==> src/rtl/divstep_pkg.sv <==
package divstep_pkg;
  typedef struct packed {
    logic q;
    logic m;
    logic t;
  } dflags_t;

  typedef enum logic [2:0] {
    ACT_NONE  = 3'd0,
    ACT_RUN   = 3'd1,
    ACT_CLEAR = 3'd2,
    ACT_LOAD  = 3'd3,
    ACT_STEP  = 3'd4
  } act_e;
endpackage

==> src/rtl/divstep_arb.sv <==
module divstep_arb
  import divstep_pkg::*;
(
  input  logic busy_i,
  input  logic start_i,
  input  logic clr_i,
  input  logic ld_i,
  input  logic stp_i,
  output act_e act_o
);
  always_comb begin
    if (busy_i)       act_o = ACT_NONE;
    else if (start_i) act_o = ACT_RUN;
    else if (clr_i)   act_o = ACT_CLEAR;
    else if (ld_i)    act_o = ACT_LOAD;
    else if (stp_i)   act_o = ACT_STEP;
    else              act_o = ACT_NONE;
  end
endmodule

==> src/rtl/divstep_core.sv <==
module divstep_core #(
  parameter int DATA_W = 32
) (
  input  logic [DATA_W-1:0] word_i,
  input  logic [DATA_W-1:0] div_i,
  input  logic              q_i,
  input  logic              m_i,
  input  logic              t_i,
  output logic [DATA_W-1:0] word_o,
  output logic              q_o,
  output logic              t_o
);
  localparam int EXT_W = DATA_W + 1;

  logic             top_bit;
  logic [DATA_W-1:0] shifted;
  logic [EXT_W-1:0]  ext_res;
  logic              do_sub;
  logic              cy;

  always_comb begin
    top_bit = word_i[DATA_W-1];
    shifted = {word_i[DATA_W-2:0], t_i};
    do_sub  = (q_i == m_i);
    if (do_sub) ext_res = {1'b0, shifted} - {1'b0, div_i};
    else        ext_res = {1'b0, shifted} + {1'b0, div_i};
    cy     = ext_res[EXT_W-1];
    word_o = ext_res[DATA_W-1:0];
    // carry/borrow folds with the shifted-out bit; M inverts the sense
    q_o    = top_bit ^ cy ^ m_i;
    t_o    = (q_o == m_i);
  end
endmodule

==> src/rtl/divstep_flags.sv <==
module divstep_flags
  import divstep_pkg::*;
(
  input  logic    clk,
  input  logic    rst_n,
  input  act_e    act_i,
  input  logic    upd_i,
  input  dflags_t load_i,
  input  logic    step_q_i,
  input  logic    step_t_i,
  output dflags_t flags_o
);
  dflags_t cur_r, nxt;
  logic    en;

  always_comb begin
    nxt = cur_r;
    case (act_i)
      ACT_RUN, ACT_CLEAR: nxt = '0;
      ACT_LOAD:           nxt = load_i;
      default:            ;
    endcase
    if (upd_i) begin
      nxt.q = step_q_i;
      nxt.t = step_t_i;
    end
    en = (act_i != ACT_NONE) || upd_i;
  end

  always_ff @(posedge clk or negedge rst_n) begin
    if (!rst_n)  cur_r <= '0;
    else if (en) cur_r <= nxt;
  end

  assign flags_o = cur_r;
endmodule

==> src/rtl/divstep_seq.sv <==
module divstep_seq #(
  parameter int DATA_W = 32
) (
  input  logic              clk,
  input  logic              rst_n,
  input  logic              go_i,
  input  logic [DATA_W-1:0] dividend_i,
  input  logic [DATA_W-1:0] divisor_i,
  input  logic              t_cur_i,
  input  logic              t_new_i,
  output logic              busy_o,
  output logic              done_o,
  output logic [DATA_W-1:0] div_o,
  output logic              t_feed_o,
  output logic [DATA_W-1:0] quot_o
);
  localparam int CNT_W = $clog2(DATA_W);
  localparam logic [CNT_W-1:0] LAST = CNT_W'(DATA_W - 1);

  logic              busy_r, busy_n;
  logic              done_r, done_n;
  logic [CNT_W-1:0]  cnt_r, cnt_n;
  logic [DATA_W-1:0] dq_r, dq_n;
  logic [DATA_W-1:0] dv_r, dv_n;
  logic [DATA_W-1:0] quot_r, quot_n;
  logic              adv;

  always_comb begin
    busy_n = busy_r;
    done_n = 1'b0;
    cnt_n  = cnt_r;
    dq_n   = dq_r;
    dv_n   = dv_r;
    quot_n = quot_r;
    if (go_i) begin
      busy_n = 1'b1;
      cnt_n  = '0;
      dq_n   = dividend_i;
      dv_n   = divisor_i;
    end else if (busy_r) begin
      dq_n  = {dq_r[DATA_W-2:0], t_cur_i};
      cnt_n = cnt_r + CNT_W'(1);
      if (cnt_r == LAST) begin
        busy_n = 1'b0;
        done_n = 1'b1;
        quot_n = {dq_r[DATA_W-3:0], t_cur_i, t_new_i};
      end
    end
    adv = go_i || busy_r || done_r;
  end

  always_ff @(posedge clk or negedge rst_n) begin
    if (!rst_n) begin
      busy_r <= 1'b0;
      done_r <= 1'b0;
      cnt_r  <= '0;
      dq_r   <= '0;
      dv_r   <= '0;
      quot_r <= '0;
    end else if (adv) begin
      busy_r <= busy_n;
      done_r <= done_n;
      cnt_r  <= cnt_n;
      dq_r   <= dq_n;
      dv_r   <= dv_n;
      quot_r <= quot_n;
    end
  end

  assign busy_o   = busy_r;
  assign done_o   = done_r;
  assign div_o    = dv_r;
  assign t_feed_o = dq_r[DATA_W-1];
  assign quot_o   = quot_r;
endmodule

==> src/rtl/divstep_unit.sv <==
module divstep_unit
  import divstep_pkg::*;
#(
  parameter int DATA_W = 32
) (
  input  logic              clk,
  input  logic              rst_n,
  input  logic              start,
  input  logic              cmd_clear,
  input  logic              cmd_load,
  input  logic              cmd_step,
  input  logic              load_q,
  input  logic              load_m,
  input  logic              load_t,
  input  logic [DATA_W-1:0] word_in,
  input  logic [DATA_W-1:0] divisor,
  input  logic [DATA_W-1:0] dividend,
  output logic [DATA_W-1:0] word_out,
  output logic              q_out,
  output logic              m_out,
  output logic              t_out,
  output logic              busy,
  output logic              done,
  output logic [DATA_W-1:0] quotient
);
  act_e              act;
  dflags_t           flags;
  dflags_t           load_v;
  logic              seq_busy;
  logic [DATA_W-1:0] seq_div;
  logic              t_feed;
  logic [DATA_W-1:0] core_word, core_div, core_res;
  logic              core_t, core_q_new, core_t_new;
  logic              upd;
  logic [DATA_W-1:0] word_r, word_n;
  logic              word_en;

  divstep_arb u_arb (
    .busy_i (seq_busy),
    .start_i(start),
    .clr_i  (cmd_clear),
    .ld_i   (cmd_load),
    .stp_i  (cmd_step),
    .act_o  (act)
  );

  always_comb begin
    load_v    = '{q: load_q, m: load_m, t: load_t};
    core_word = seq_busy ? word_r  : word_in;
    core_div  = seq_busy ? seq_div : divisor;
    core_t    = seq_busy ? t_feed  : flags.t;
    upd       = seq_busy || (act == ACT_STEP);
  end

  divstep_core #(.DATA_W(DATA_W)) u_core (
    .word_i(core_word),
    .div_i (core_div),
    .q_i   (flags.q),
    .m_i   (flags.m),
    .t_i   (core_t),
    .word_o(core_res),
    .q_o   (core_q_new),
    .t_o   (core_t_new)
  );

  divstep_flags u_flags (
    .clk     (clk),
    .rst_n   (rst_n),
    .act_i   (act),
    .upd_i   (upd),
    .load_i  (load_v),
    .step_q_i(core_q_new),
    .step_t_i(core_t_new),
    .flags_o (flags)
  );

  divstep_seq #(.DATA_W(DATA_W)) u_seq (
    .clk       (clk),
    .rst_n     (rst_n),
    .go_i      (act == ACT_RUN),
    .dividend_i(dividend),
    .divisor_i (divisor),
    .t_cur_i   (flags.t),
    .t_new_i   (core_t_new),
    .busy_o    (seq_busy),
    .done_o    (done),
    .div_o     (seq_div),
    .t_feed_o  (t_feed),
    .quot_o    (quotient)
  );

  always_comb begin
    word_n  = word_r;
    word_en = 1'b0;
    if (act == ACT_RUN) begin
      word_n  = '0;
      word_en = 1'b1;
    end else if (upd) begin
      word_n  = core_res;
      word_en = 1'b1;
    end
  end

  always_ff @(posedge clk or negedge rst_n) begin
    if (!rst_n)       word_r <= '0;
    else if (word_en) word_r <= word_n;
  end

  assign word_out = word_r;
  assign q_out    = flags.q;
  assign m_out    = flags.m;
  assign t_out    = flags.t;
  assign busy     = seq_busy;
endmodule

==> config.mk <==
export PLATFORM = sky130hd
export DESIGN_NAME = divstep_unit
export DESIGN_NICKNAME = d
export VERILOG_FILES = /design/src/rtl/divstep_pkg.sv /design/src/rtl/divstep_arb.sv /design/src/rtl/divstep_core.sv /design/src/rtl/divstep_flags.sv /design/src/rtl/divstep_seq.sv /design/src/rtl/divstep_unit.sv
export SDC_FILE = /design/constraint.sdc
export NUM_CORES = 1
export LEC_CHECK = 0
export BUFFER_PORTS_ARGS = -buffer_cell sky130_fd_sc_hd__buf_2
export CORE_MARGIN = 2
export CORE_UTILIZATION = 35
export DETAILED_ROUTE_END_ITERATION = 8
export PLACE_DENSITY = 0.56
export SLEW_MARGIN = 20
export SYNTH_ARGS = -nofsm -noshare
export SYNTH_HDL_FRONTEND = slang
export SYNTH_HIERARCHICAL = 1
export SYNTH_SLANG_ARGS = --single-unit
==> constraint.sdc <==
create_clock -name clk -period 4.42 [get_ports clk]
set_clock_uncertainty 0.2 [all_clocks]
set_input_delay 0 -clock clk [delete_from_list [all_inputs] [get_ports clk]]
set_output_delay 0 -clock clk [all_outputs]
set_load 0.005 [all_outputs]
==> flow_summary.yaml <==
detailed_routing:
  vias: 7978
  viasPerCell: 5.11
  ant_nets: 0
  wirelength_um: 26500
  drt_iter0_markers: 452
  post_drt_wl_per_cell_um: 17.0
  dr.pass1.iters: 5
  drc: 0
floorplanning:
  fp.dieH_um: 168
  ios: 174
  rows: 59
  design.core.area_mm2: 0.0262
  die_w_um: 168
  initial_core_util_pct: 35.9
  die_area_mm2: 0.0282
synth:
  synthArstFlopShare_pct: 100
  yosys.area.top_type_share_pct: 36.8
  yosys_warnings: 6
  synth_area_leaders: "dfrtp_1, mux2_4, mux2_2"
  syn_inst: 894
  synth_cell_type_count: 66
  seq_area_frac_synth_pct: 36.8
  synth_top_flop_cell: "dfrtp_1"
  yosysTopAreaCell: "dfrtp_1"
  synth_edf_count: 0
  yosysMostFrequentCell: "dfrtp_1"
  synth_nets: 1035
  ys_ff_latch: 138
  synth_area_mm2: 0.00940
  netlist_top_cells_count: "dfrtp_1, nor2_1, o21ai_0, mux2_2, nand2_1"
  syn_avg_cell_area_um2: 10.5
place:
  dpl.hpwl_um: 18900
  io_buffers: 173
  gp_congestion: 0.936
worst_setup_path:
  cp_data_arrival_time_ns: 4.52
  crit_path_max_fanout: 7
  startpoint: "u_seq/busy_o"
  worst_setup_path_start_kind: "register"
  cp_slowest_stage_delay_ns: 0.53
  crit_path_top_delay_cell: "dfrtp_4"
  setup.worst_path.end_class: "register"
  required_ns: 4.54
  cp_cell_sequence: "buf_12, mux2_4, nor4_4, buf_4, and2_4, nand2_8, o41ai_4, xor2_1, ha_1, nand4_1, or3_4, nor4_4, nor3b_2, buf_4, buf_6, o21bai_4, a21oi_2, xnor2_1, o221a_1"
  r2r_start: "u_seq/busy_o"
  worstSetupPathType: "register to register"
grt:
  grtUsageTotal_pct: 18.7
  grt_pass1_wl_um: 42000
  grt_overflow: 0
  grt_max_degree: 104
  grt_pass1_vias: 7903
  antenna_found_initial: 2
timing:
  rsz0062_at_grt: "yes"
  clock.fmax_ghz: 0.227
  setup_viol: 0
  tightest_slew_ns: 0.740
  period_needed_ns: 4.41
  slew_viol_final: 0
  hold_viol_final: 0
  fin_crit_sh_pct: 99.7
  setup_tns_ns: 0
  slew_headroom_pct: 50.6
clocking:
  path_clk_slew_ns: 0.07
  cts_tree: "done"
  cts_made_buffers: 17
  clk_latency_ns: 0.43
  h-tree-depth: 4
  clock-sinks: 138
  root_buffer: "clkbuf_16"
  ctsLongestPathBuffers: 2
outcome:
  status: "finished clean"
hold_path:
  worstHoldStart: "word_in[0]"
  min_path_type: "primary input to register"
cells_and_area:
  synthToLayoutAreaGrowth_pct: 36.1
  fillers: 2457
  layout.nets: 1351
  layout-drive-gt1-share_pct: 39.3
run:
  max-cap-violations: 0
-- cell type report --
type / instances / area, µm² / area share (%)
diodes: 2 / 5.00 / 0.0391
clock buffers: 18 / 439 / 3.44
clock inverters: 14 / 125 / 0.979
inverters: 19 / 73.8 / 0.577
multi-input cells: 687 / 5840 / 45.7
flip-flops and latches: 138 / 3460 / 27.0
well taps: 335 / 419 / 3.28
repair buffers: 347 / 2430 / 19.0
-- path summary, 6_finish.rpt --
kind / endpoint / depth (start not counted) / slack (ns)
worst max-delay path: word_out[28] / 19 / 0.01
worst min register to register: u_seq/quot_o[25] / 1 / 0.29
min in group asynchronous: word_out[28] / 4 / 0.49
worst max register to register: word_out[28] / 19 / 0.01
worst min-delay path: word_out[1] / 4 / 0.03
max in group asynchronous: u_seq/busy_o / 4 / 2.89
-- routing by layer --
metal / GRT usage [%] / wire length, µm
met5: 0 / 0
met4: 4.01 / 230
met3: 3.97 / 1390
met2: 30.5 / 12500
met1: 25.6 / 12400
-- sequential cells by signal, indices dropped and copies added, names as in the netlist --
register         flops
u_seq/div_o         32
u_seq/dq_r          32
u_seq/quot_o        32
word_out            32
u_seq/cnt_r          5
u_flags/flags_o      3
u_seq/busy_o         1
u_seq/done_o         1
-- critical path: cells and delay by family, from the launching register on --
family	cells	cell delay, ns
AO/OA/AOI/OAI	4	0.77
XOR/XNOR	2	0.24
adder cells (fa/ha/maj)	1	0.33
buffers and inverters	4	0.60
flip-flops	1	0.53
multiplexers	1	0.31
AND/OR/NAND/NOR	7	1.34
-- cell usage in the layout (no fill, tap or decap), types with 6 or more instances in the layout --
cell / count
o21ai_0: 63
buf_4: 95
mux2_2: 66
a31oi_1: 6
a21oi_2: 9
a21oi_1: 35
xor2_1: 16
mux2_4: 50
xnor2_1: 45
clkbuf_16: 17
nor3_1: 8
nand2_1: 59
dfrtp_1: 137
dlygate4sd3_1: 73
nor2_1: 69
buf_2: 172
a21o_1: 13
o21a_1: 11
mux2i_1: 36
o21ai_1: 20
ha_1: 29
nand4_1: 9
inv_1: 15
mux2_1: 14
o221a_1: 32
inv_6: 6
-- what timing repair did --
item / CTS / global route
hold buffers: 74 / 0
setup endpoints to repair: 8 / 13
gates resized for setup: 5 / 34
pin swaps: 3 / 27
hold endpoints to repair: 157 / 0
setup buffers: 8 / 17
-- through the flow --
step	hold WS, ns	instances	setup slack (ns)	area (µm²)	util (%)
after global placement	-0.208	1428	-0.0736	11100	42.3
after detailed placement	-0.208	1428	-0.0638	11100	42.3
after CTS	0.0203	1542	0.00291	12500	47.8
after global routing	0.0740	1559	-0.171	12800	48.8
final	0.0304	1560	0.0143	12800	48.8
after floorplan	-0.496	894	-0.0143	9550	-
-- cell families after synthesis --
logic type               count (synthesis)  share of synthesized area [%]
AO/OA/AOI/OAI                          226                           16.6
XOR/XNOR                                65                           6.06
adder cells (fa/ha/maj)                 36                           4.87
buffers and inverters                   69                           4.53
flip-flops                             138                           36.8
multiplexers                           166                           21.4
AND/OR/NAND/NOR                        194                           9.76
Power is left out: the tool's default activity adds up to more than one toggle a clock period on the data nets, which glitch-free logic cannot reach.
